$ cat src/rtl/lapse_pkg.sv
// Package: shared constants for the elapsed-time counter.
// Assumes an 8-bit host data path and a 2-bit register address.
package lapse_pkg;
    localparam int DATA_W   = 8;
    localparam int ADDR_W   = 2;
    localparam int NSRC     = 4;
    localparam int SRC_W    = $clog2(NSRC);

    localparam logic [ADDR_W-1:0] A_CNT_LO = 2'd0;
    localparam logic [ADDR_W-1:0] A_CNT_HI = 2'd1;
    localparam logic [ADDR_W-1:0] A_CTRL   = 2'd2;

    // bit positions in the high/status byte
    localparam int B_SRC_LO  = 4;
    localparam int B_OVF     = 6;
    localparam int B_COLL    = 7;

    // bit positions in the control byte
    localparam int B_EN      = 0;
    localparam int B_IRQEN   = 1;
    localparam int B_TRIG    = 2;

    typedef enum logic [SRC_W-1:0] {
        SRC_16HZ = 2'd0,
        SRC_SEC  = 2'd1,
        SRC_MIN  = 2'd2,
        SRC_HOUR = 2'd3
    } src_e;
endpackage

$ cat src/rtl/lapse_tick_mux.sv
// Module: selects one tick strobe out of NSRC inputs.
// Assumes each strobe is high for a single clock cycle per event.
module lapse_tick_mux #(
    parameter int NSRC  = 4,
    parameter int SEL_W = $clog2(NSRC)
) (
    input  logic [NSRC-1:0]  tick_in,
    input  logic [SEL_W-1:0] sel,
    output logic             tick
);
    logic [NSRC-1:0] gated;

    // each source contributes only when its code is selected
    for (genvar g = 0; g < NSRC; g++) begin : g_src
        assign gated[g] = tick_in[g] && (sel == SEL_W'(g));
    end

    assign tick = |gated;
endmodule

$ cat src/rtl/lapse_start_ctl.sv
// Module: enable, start-mode, arming and run state of the counter.
// Assumes start_pin is already synchronous to clk.
module lapse_start_ctl (
    input  logic clk,
    input  logic rst_n,
    input  logic ctl_wr,
    input  logic d_en,
    input  logic d_trig,
    input  logic start_pin,
    output logic en,
    output logic trig_mode,
    output logic run
);
    logic armed;
    logic pin_q;
    logic pin_fall;

    assign pin_fall = pin_q && !start_pin;

    // enable/mode registers, arming on enable write, start on pin fall
    always_ff @(posedge clk) begin
        if (!rst_n) begin
            en        <= 1'b0;
            trig_mode <= 1'b0;
            armed     <= 1'b0;
            run       <= 1'b0;
            pin_q     <= 1'b1;
        end else begin
            pin_q <= start_pin;
            if (ctl_wr) begin
                en        <= d_en;
                trig_mode <= d_trig;
                if (!d_en) begin
                    armed <= 1'b0;
                    run   <= 1'b0;
                end else if (!en) begin
                    if (d_trig) armed <= 1'b1;
                    else        run   <= 1'b1;
                end
            end else if (armed && pin_fall) begin
                armed <= 1'b0;
                run   <= 1'b1;
            end
        end
    end


    imm_start_chk: assert property (@(posedge clk) disable iff (!rst_n)
        (ctl_wr && d_en && !en && !d_trig) |=> run);

    arm_wait_chk: assert property (@(posedge clk) disable iff (!rst_n)
        (armed && !pin_fall && !ctl_wr) |=> !run);

    run_keep_chk: assert property (@(posedge clk) disable iff (!rst_n)
        (run && !ctl_wr) |=> run);
endmodule

$ cat src/rtl/lapse_count_core.sv
// Module: presettable up counter with sticky overflow and read-collision flag.
// Assumes a host load has priority over a tick in the same cycle.
module lapse_count_core #(
    parameter int CNT_W  = 12,
    parameter int DATA_W = 8,
    localparam int HI_W  = CNT_W - DATA_W
) (
    input  logic              clk,
    input  logic              rst_n,
    input  logic              tick,
    input  logic              run,
    input  logic              host_sel,
    input  logic              ld_lo,
    input  logic              ld_hi,
    input  logic              ovf_clr,
    input  logic [DATA_W-1:0] wr_data,
    output logic [CNT_W-1:0]  count,
    output logic              ovf,
    output logic              collide
);
    logic step;
    logic wrap;

    assign step = run && tick && !ld_lo && !ld_hi;
    assign wrap = step && (&count);

    // count register: host load wins, else step on tick
    always_ff @(posedge clk) begin
        if (!rst_n) begin
            count <= '0;
        end else if (ld_lo || ld_hi) begin
            if (ld_lo) count[DATA_W-1:0]     <= wr_data;
            if (ld_hi) count[CNT_W-1:DATA_W] <= wr_data[HI_W-1:0];
        end else if (step) begin
            count <= count + 1'b1;
        end
    end

    // overflow flag: set on wrap, cleared only by a written zero
    always_ff @(posedge clk) begin
        if (!rst_n)       ovf <= 1'b0;
        else if (wrap)    ovf <= 1'b1;
        else if (ovf_clr) ovf <= 1'b0;
    end

    // read-collision flag: cleared while deselected, set by a step while selected
    always_ff @(posedge clk) begin
        if (!rst_n)         collide <= 1'b0;
        else if (!host_sel) collide <= 1'b0;
        else if (step)      collide <= 1'b1;
    end


    step_chk: assert property (@(posedge clk) disable iff (!rst_n)
        (run && tick && !ld_lo && !ld_hi) |=> count == $past(count) + 1'b1);

    hold_chk: assert property (@(posedge clk) disable iff (!rst_n)
        (!(run && tick) && !ld_lo && !ld_hi) |=> $stable(count));

    wrap_chk: assert property (@(posedge clk) disable iff (!rst_n)
        (run && tick && !ld_lo && !ld_hi && (&count)) |=> (ovf && count == '0));

    sticky_chk: assert property (@(posedge clk) disable iff (!rst_n)
        (ovf && !ovf_clr) |=> ovf);

    sel_clr_chk: assert property (@(posedge clk) disable iff (!rst_n)
        !host_sel |=> !collide);

    load_wins_chk: assert property (@(posedge clk) disable iff (!rst_n)
        ld_lo |=> count[DATA_W-1:0] == $past(wr_data));
endmodule

$ cat src/rtl/lapse_counter.sv
// Module: top of the elapsed-time counter; register decode and read mux.
// Assumes CNT_W - 8 plus the status bits fill the high byte exactly (CNT_W = 12).
module lapse_counter
    import lapse_pkg::*;
#(
    parameter int CNT_W = 12
) (
    input  logic              clk,
    input  logic              rst_n,
    input  logic [NSRC-1:0]   tick_in,
    input  logic              host_sel,
    input  logic              wr_en,
    input  logic [ADDR_W-1:0] wr_addr,
    input  logic [DATA_W-1:0] wr_data,
    input  logic [ADDR_W-1:0] rd_addr,
    output logic [DATA_W-1:0] rd_data,
    input  logic              start_pin,
    output logic              irq_n
);
    localparam int HI_W = CNT_W - DATA_W;

    logic             wr_lo, wr_hi, wr_ctl;
    logic [SRC_W-1:0] src_q;
    logic             irq_en_q;
    logic             tick;
    logic             en, trig_mode, run;
    logic [CNT_W-1:0] count;
    logic             ovf, collide;

    assign wr_lo  = wr_en && (wr_addr == A_CNT_LO);
    assign wr_hi  = wr_en && (wr_addr == A_CNT_HI);
    assign wr_ctl = wr_en && (wr_addr == A_CTRL);

    // source select and interrupt enable registers
    always_ff @(posedge clk) begin
        if (!rst_n) begin
            src_q    <= '0;
            irq_en_q <= 1'b0;
        end else begin
            if (wr_hi)  src_q    <= wr_data[B_SRC_LO +: SRC_W];
            if (wr_ctl) irq_en_q <= wr_data[B_IRQEN];
        end
    end

    lapse_tick_mux #(.NSRC(NSRC), .SEL_W(SRC_W)) u_mux (
        .tick_in (tick_in),
        .sel     (src_q),
        .tick    (tick)
    );

    lapse_start_ctl u_start (
        .clk       (clk),
        .rst_n     (rst_n),
        .ctl_wr    (wr_ctl),
        .d_en      (wr_data[B_EN]),
        .d_trig    (wr_data[B_TRIG]),
        .start_pin (start_pin),
        .en        (en),
        .trig_mode (trig_mode),
        .run       (run)
    );

    lapse_count_core #(.CNT_W(CNT_W), .DATA_W(DATA_W)) u_core (
        .clk      (clk),
        .rst_n    (rst_n),
        .tick     (tick),
        .run      (run),
        .host_sel (host_sel),
        .ld_lo    (wr_lo),
        .ld_hi    (wr_hi),
        .ovf_clr  (wr_hi && !wr_data[B_OVF]),
        .wr_data  (wr_data),
        .count    (count),
        .ovf      (ovf),
        .collide  (collide)
    );

    // read multiplexer
    always_comb begin
        case (rd_addr)
            A_CNT_LO: rd_data = count[DATA_W-1:0];
            A_CNT_HI: rd_data = {collide, ovf, src_q, count[CNT_W-1 -: HI_W]};
            A_CTRL:   rd_data = {5'b0, trig_mode, irq_en_q, en};
            default:  rd_data = '0;
        endcase
    end

    assign irq_n = !(ovf && irq_en_q);
endmodule

$ cat config.mk
export PLATFORM = sky130hd
export DESIGN_NAME = lapse_counter
export DESIGN_NICKNAME = d
export VERILOG_FILES = /design/src/rtl/lapse_pkg.sv /design/src/rtl/lapse_tick_mux.sv /design/src/rtl/lapse_start_ctl.sv /design/src/rtl/lapse_count_core.sv /design/src/rtl/lapse_counter.sv
export SDC_FILE = /design/constraint.sdc
export NUM_CORES = 1
export LEC_CHECK = 0
export CAP_MARGIN = 20
export CORE_AREA = 2 2 61 63
export CTS_CLUSTER_DIAMETER = 100
export DETAILED_ROUTE_END_ITERATION = 10
export DIE_AREA = 0 0 63 65
export MAX_ROUTING_LAYER = met4
export PLACE_DENSITY = 0.64
export SETUP_SLACK_MARGIN = 0.3
export SKIP_CTS_REPAIR_TIMING = 1
export SLEW_MARGIN = 25
export SYNTH_ARGS = -nofsm -noshare
export SYNTH_HDL_FRONTEND = slang
export SYNTH_SLANG_ARGS = --single-unit
$ cat constraint.sdc
create_clock -name clk -period 1.9 [get_ports clk]
set_input_delay 0.38 -clock clk [delete_from_list [all_inputs] [get_ports clk]]
set_output_delay 0.38 -clock clk [all_outputs]
set_load 0.01 [all_outputs]
* Yosys cells after proc, flatten, opt, wreduce, memory -nomap -nowiden
Cells that the tools add are included. Widths: inputs -> output; s select.
Storage, ports and cells: register bits 22, input port bits 21, output and inout port bits 9
Cells by class: add/subtract/negate cells 1, eq/ne operators 12, mux-type cells 17, reductions and logical operators 34
Operator list (number):
- $mux 12 | 2
- $pmux 8 s3 | 1
- $logic_and 1x1->1 | 15
- $add 12x1->12 const B | 1
- $mux 1 | 12
- $reduce_and 12->1 | 1
- $ne 3x3->1 const B | 3
- $eq 2x2->1 const B | 4
- $mux 8 | 1
- $eq 2x1->1 const B | 3
- $logic_not 2->1 | 3
- $reduce_and 2->1 | 3
- $reduce_and 3->1 | 2
- $reduce_bool 2->1 | 3
- $logic_not 1->1 | 5
- $mux 4 | 1
- $ne 2x1->1 const B | 2
- $reduce_or 4->1 | 1
- $logic_or 1x1->1 | 1

* Longest topological paths before layout
word-level depth 8, depth in mapped cells 6

* Modules after synthesis
A second synthesis with hierarchy kept.
Second synthesis, totals: cell total of the unflattened synthesis 161, area, all modules 1400.1 µm²
By module, submodules not included:
- lapse_count_core | times used 1, cells each 100, area each 850.8 µm², seq. area each 280.3 µm²
- lapse_counter | times used 1, cells each 37, area each 305.3 µm², seq. area each 60.1 µm²
- lapse_start_ctl | times used 1, cells each 23, area each 221.5 µm², seq. area each 100.1 µm²
- lapse_tick_mux | times used 1, cells each 1, area each 22.5 µm², seq. area each 0.0 µm²

* Worst setup path before layout
No wires, ideal clock.
path kind flip-flop to flip-flop, start register src_q[0], end register u_core.count[5], setup time 0.060 ns, arrival 1.591 ns, data required time 1.840 ns, slack 0.249 ns, stages on the path, launching flop included 5, period minus slack after synthesis 1.651 ns, cell sequence dfxtp_1 > mux4_2 > and3_2 > a311oi_1 > o31a_1
On the way: word-level cells in the longest chain between the ends 8, elaborated cells on any way between the ends 14
Ends and longest elaborated chain:
- start: declaration | line lapse_counter.sv:23 | logic [SRC_W-1:0] src_q;
- start signal: assignment | line lapse_counter.sv:40 | if (wr_hi) src_q <= wr_data[B_SRC_LO +: SRC_W];
- $eq 2x1->1 (tied with other cells) | line lapse_tick_mux.sv:15 | assign gated[g] = tick_in[g] && (sel == SEL_W'(g));
- $logic_and 1x1->1 | line lapse_tick_mux.sv:15
- $reduce_or 4->1 * | line lapse_tick_mux.sv:18 | assign tick = |gated;
- $logic_and 1x1->1 * (3 in series) | line lapse_count_core.sv:24 | assign step = run && tick && !ld_lo && !ld_hi;
- $reduce_bool 2->1 (no source line) *
- $reduce_and 2->1 (no source line) *
- end signal: indexed assignment | line lapse_count_core.sv:32 | if (ld_lo) count[DATA_W-1:0] <= wr_data;
- end signal: indexed assignment | line lapse_count_core.sv:33 | if (ld_hi) count[CNT_W-1:DATA_W] <= wr_data[HI_W-1:0];
- end signal: assignment | line lapse_count_core.sv:35 | count <= count + 1'b1;
- end: declaration | line lapse_count_core.sv:17 | output logic [CNT_W-1:0] count,
Mark *: on every way between the ends. The rest lies on a longest branch, timed or not. A chain may end at the register's enable or synchronous reset.

* Worst setup path after layout
Same ends and word-level chain as after synthesis.

==> flow_metrics.env <==
export IMPL_outcome="completed"
export IMPL_crit_arrival_ns=1.93
export IMPL_critPathMaxFanout=6
export IMPL_clkTransAtPathRegs_ns=0.13
export IMPL_vias_per_cell=5.618
export IMPL_maxSlewHeadroom_pct=63.23
export IMPL_antenna_found_initial=0
export IMPL_synth_top_area_share_pct=33.11
export IMPL_ys_top_cells_by_area="dfxtp_1 (33%), mux2i_1 (9.0%), nand2_1 (5.4%)"
export IMPL_synthDistinctLibCells=44
export IMPL_num_rows=22
export IMPL_grt_first_pass_wirelength_um=6168
export IMPL_cts_buffers=3
export IMPL_worst_hold_path_type="flop to flop"
export IMPL_syn_to_final_growth_pct=54.56
export IMPL_yosys_area_top_type="dfxtp_1"
export IMPL_routed_wl_um=3922
export IMPL_syn_area_per_cell_um2=8.210
export IMPL_grt_usage_pct=19.42
export IMPL_grt_max_degree=19
export IMPL_cts_tree="built"
export IMPL_synth_edf_count=0
export IMPL_dp_hpwl_um=2842
export IMPL_gr_total_overflow=0
export IMPL_synthArstFlopShare_pct=0
export IMPL_drv_cap=0
export IMPL_die_h_um=65
export IMPL_setup_viol=0
export IMPL_cts_max_level=1
export IMPL_post_drt_wl_per_cell_um=14.97
export IMPL_p_leak_nw=0.9200
export IMPL_final_util_pct=58.80
export IMPL_syn_cell_area_um2=1330
export IMPL_diodes=0
export IMPL_slew_viol_final=0
export IMPL_fmax_mhz=597.5
export IMPL_finalNetCount=237
export IMPL_total_power_mw=0.9717
export IMPL_initial_core_util_pct=38.05
export IMPL_slowest_stage="mux4_2"
export IMPL_fin_crit_sh_pct=88.09
export IMPL_drtAntennaViolNets=0
export IMPL_ios=30
export IMPL_cpLargestDelayFamily="multiplexers"
export IMPL_required_ns=2.16
export IMPL_max_stage_delay_ns=0.63
export IMPL_die_w_um=63
export IMPL_cp_start_kind="flop"
export IMPL_path_class="flop to flop"
export IMPL_drt_pass1_iter_count=4
export IMPL_crit_buf_inv=0
export IMPL_dpl_instance_area_um2=1814
export IMPL_place_congestion=0.8267
export IMPL_setup_tns_ns=0
export IMPL_vias=1472
export IMPL_numPortBuffers=29
export IMPL_drt_iter0_markers=69
export IMPL_ys_seq_elements=22
export IMPL_tightest_slew_ns=0.5509
export IMPL_min_period_ns=1.674
export IMPL_ys_warnings_count=0
export IMPL_yosys_most_used_dff="dfxtp_1"
export IMPL_worstSkewPairLatency_ns=0.31
export IMPL_cts_num_sinks=22
export IMPL_ir_drop_uv=215.7
export IMPL_drcViolationCount=0
export IMPL_design_area_um2=2056
export IMPL_grt_setup_unrepaired="yes"
export IMPL_design_core_area_um2=3496
export IMPL_cp_end_kind="flop"
export IMPL_cts_root_buf="clkbuf_4"
export IMPL_die_area_um2=4095
export IMPL_path_cells="mux4_2, and3_4, a311oi_2, o31a_1"
export IMPL_skew_ns=0.007645
export IMPL_hold_viol=0
export IMPL_syn_inst=162
export IMPL_grt_pass1_vias=1313
export IMPL_seq_area_frac_synth_pct=33.11
export IMPL_layout_drive_gt1_share_pct=27.57
export IMPL_power_density_nw_per_um2=472.7
export IMPL_ctsLongestPathBuffers=2
export IMPL_syn_num_nets=184
-- metal layers --
layer	global-route usage, %	part of all wire, %	routed length (um)
met1	24.63	44	1745
met2	32.71	51	1983
met3	2.604	4.4	172
met4	5.000	0.54	21
met5	-	0	0
-- cells in the final DEF (no fill, tap or decap), types with 5 or more instances in the layout --
cell type	count
buf_4	20
nand2_1	18
dfxtp_1	17
dlymetal6s2s_1	14
nor2_1	13
clkdlybuf4s50_1	13
mux2i_1	12
a21oi_1	10
nand3_1	9
nor3_1	7
dfxtp_2	5
-- worst paths after layout --
path	slack, ns	end	depth (start not counted)	start
max	0.23	u_core.count[5]$_SDFFE_PN0P_	4	src_q[0]$_SDFFE_PN0P_
min reg2reg	0.49	src_q[0]$_SDFFE_PN0P_	2	src_q[0]$_SDFFE_PN0P_
max reg2reg	0.23	u_core.count[5]$_SDFFE_PN0P_	4	src_q[0]$_SDFFE_PN0P_
min	0.49	src_q[0]$_SDFFE_PN0P_	2	src_q[0]$_SDFFE_PN0P_
-- synth_stat cells (all sizes together) (4+ instances only) --
cell type / count
a21oi: 12
clkbuf: 4
dfxtp: 22
inv: 4
mux2i: 12
nand2: 19
nand3: 10
nor2: 13
nor3: 8
o21ai: 6
o41ai: 4
-- flip-flops by register name, summed over array words and instances, names as in the netlist --
register / count
u_start.run: 1
u_start.armed: 1
u_core.count: 12
u_start.pin_q: 1
irq_en_q: 1
src_q: 2
u_core.collide: 1
u_core.ovf: 1
u_start.en: 1
u_start.trig_mode: 1
-- through the flow --
step / hold WS, ns / cells / setup WS (ns)
after global placement: 0.4638 / 251 / -0.3529
after CTS: 0.4930 / 255 / -0.4169
after detailed placement: 0.4752 / 251 / -0.4089
after global routing: 0.5188 / 262 / 0.1588
final: 0.4881 / 262 / 0.2262
after floorplan: 0.4526 / 162 / 0.2949
-- final cells by class --
type | instances | area [um^2]
Sequential cell | 22 | 446.7
Multi-Input combinational cell | 129 | 942.2
Clock buffer | 4 | 36.28
Fill cell | 312 | 1440
Timing Repair Buffer | 55 | 555.5
Tap cell | 48 | 60.06
Inverter | 4 | 15.01
-- kinds of logic (layout without fill, tap and decap cells) --
| logic type | count (synthesis) | in the layout | synth area share [%] |
|---|---|---|---|
| adder cells (fa/ha/maj) | 1 | 1 | 0.9406 |
| flip-flops | 22 | 22 | 33.11 |
| AND/OR/NAND/NOR | 71 | 71 | 27.57 |
| buffers and inverters | 11 | 63 | 3.104 |
| AO/OA/AOI/OAI | 44 | 44 | 24.55 |
| multiplexers | 13 | 13 | 10.72 |
-- report_power, final --
| part | internal [mW] | switching [mW] |
|---|---|---|
| Sequential | 0.476 | 0.0153 |
| Combinational | 0.116 | 0.0969 |
| Clock | 0.117 | 0.151 |
| Total | 0.709 | 0.263 |
-- worst register-to-register path: cells and delay by family (launching register included) --
kind	cells	cell delay, ns
compound gates	2	0.40
simple gates	1	0.23
mux	1	0.63
flops	1	0.37
Power figures use the tool's default switching activity.
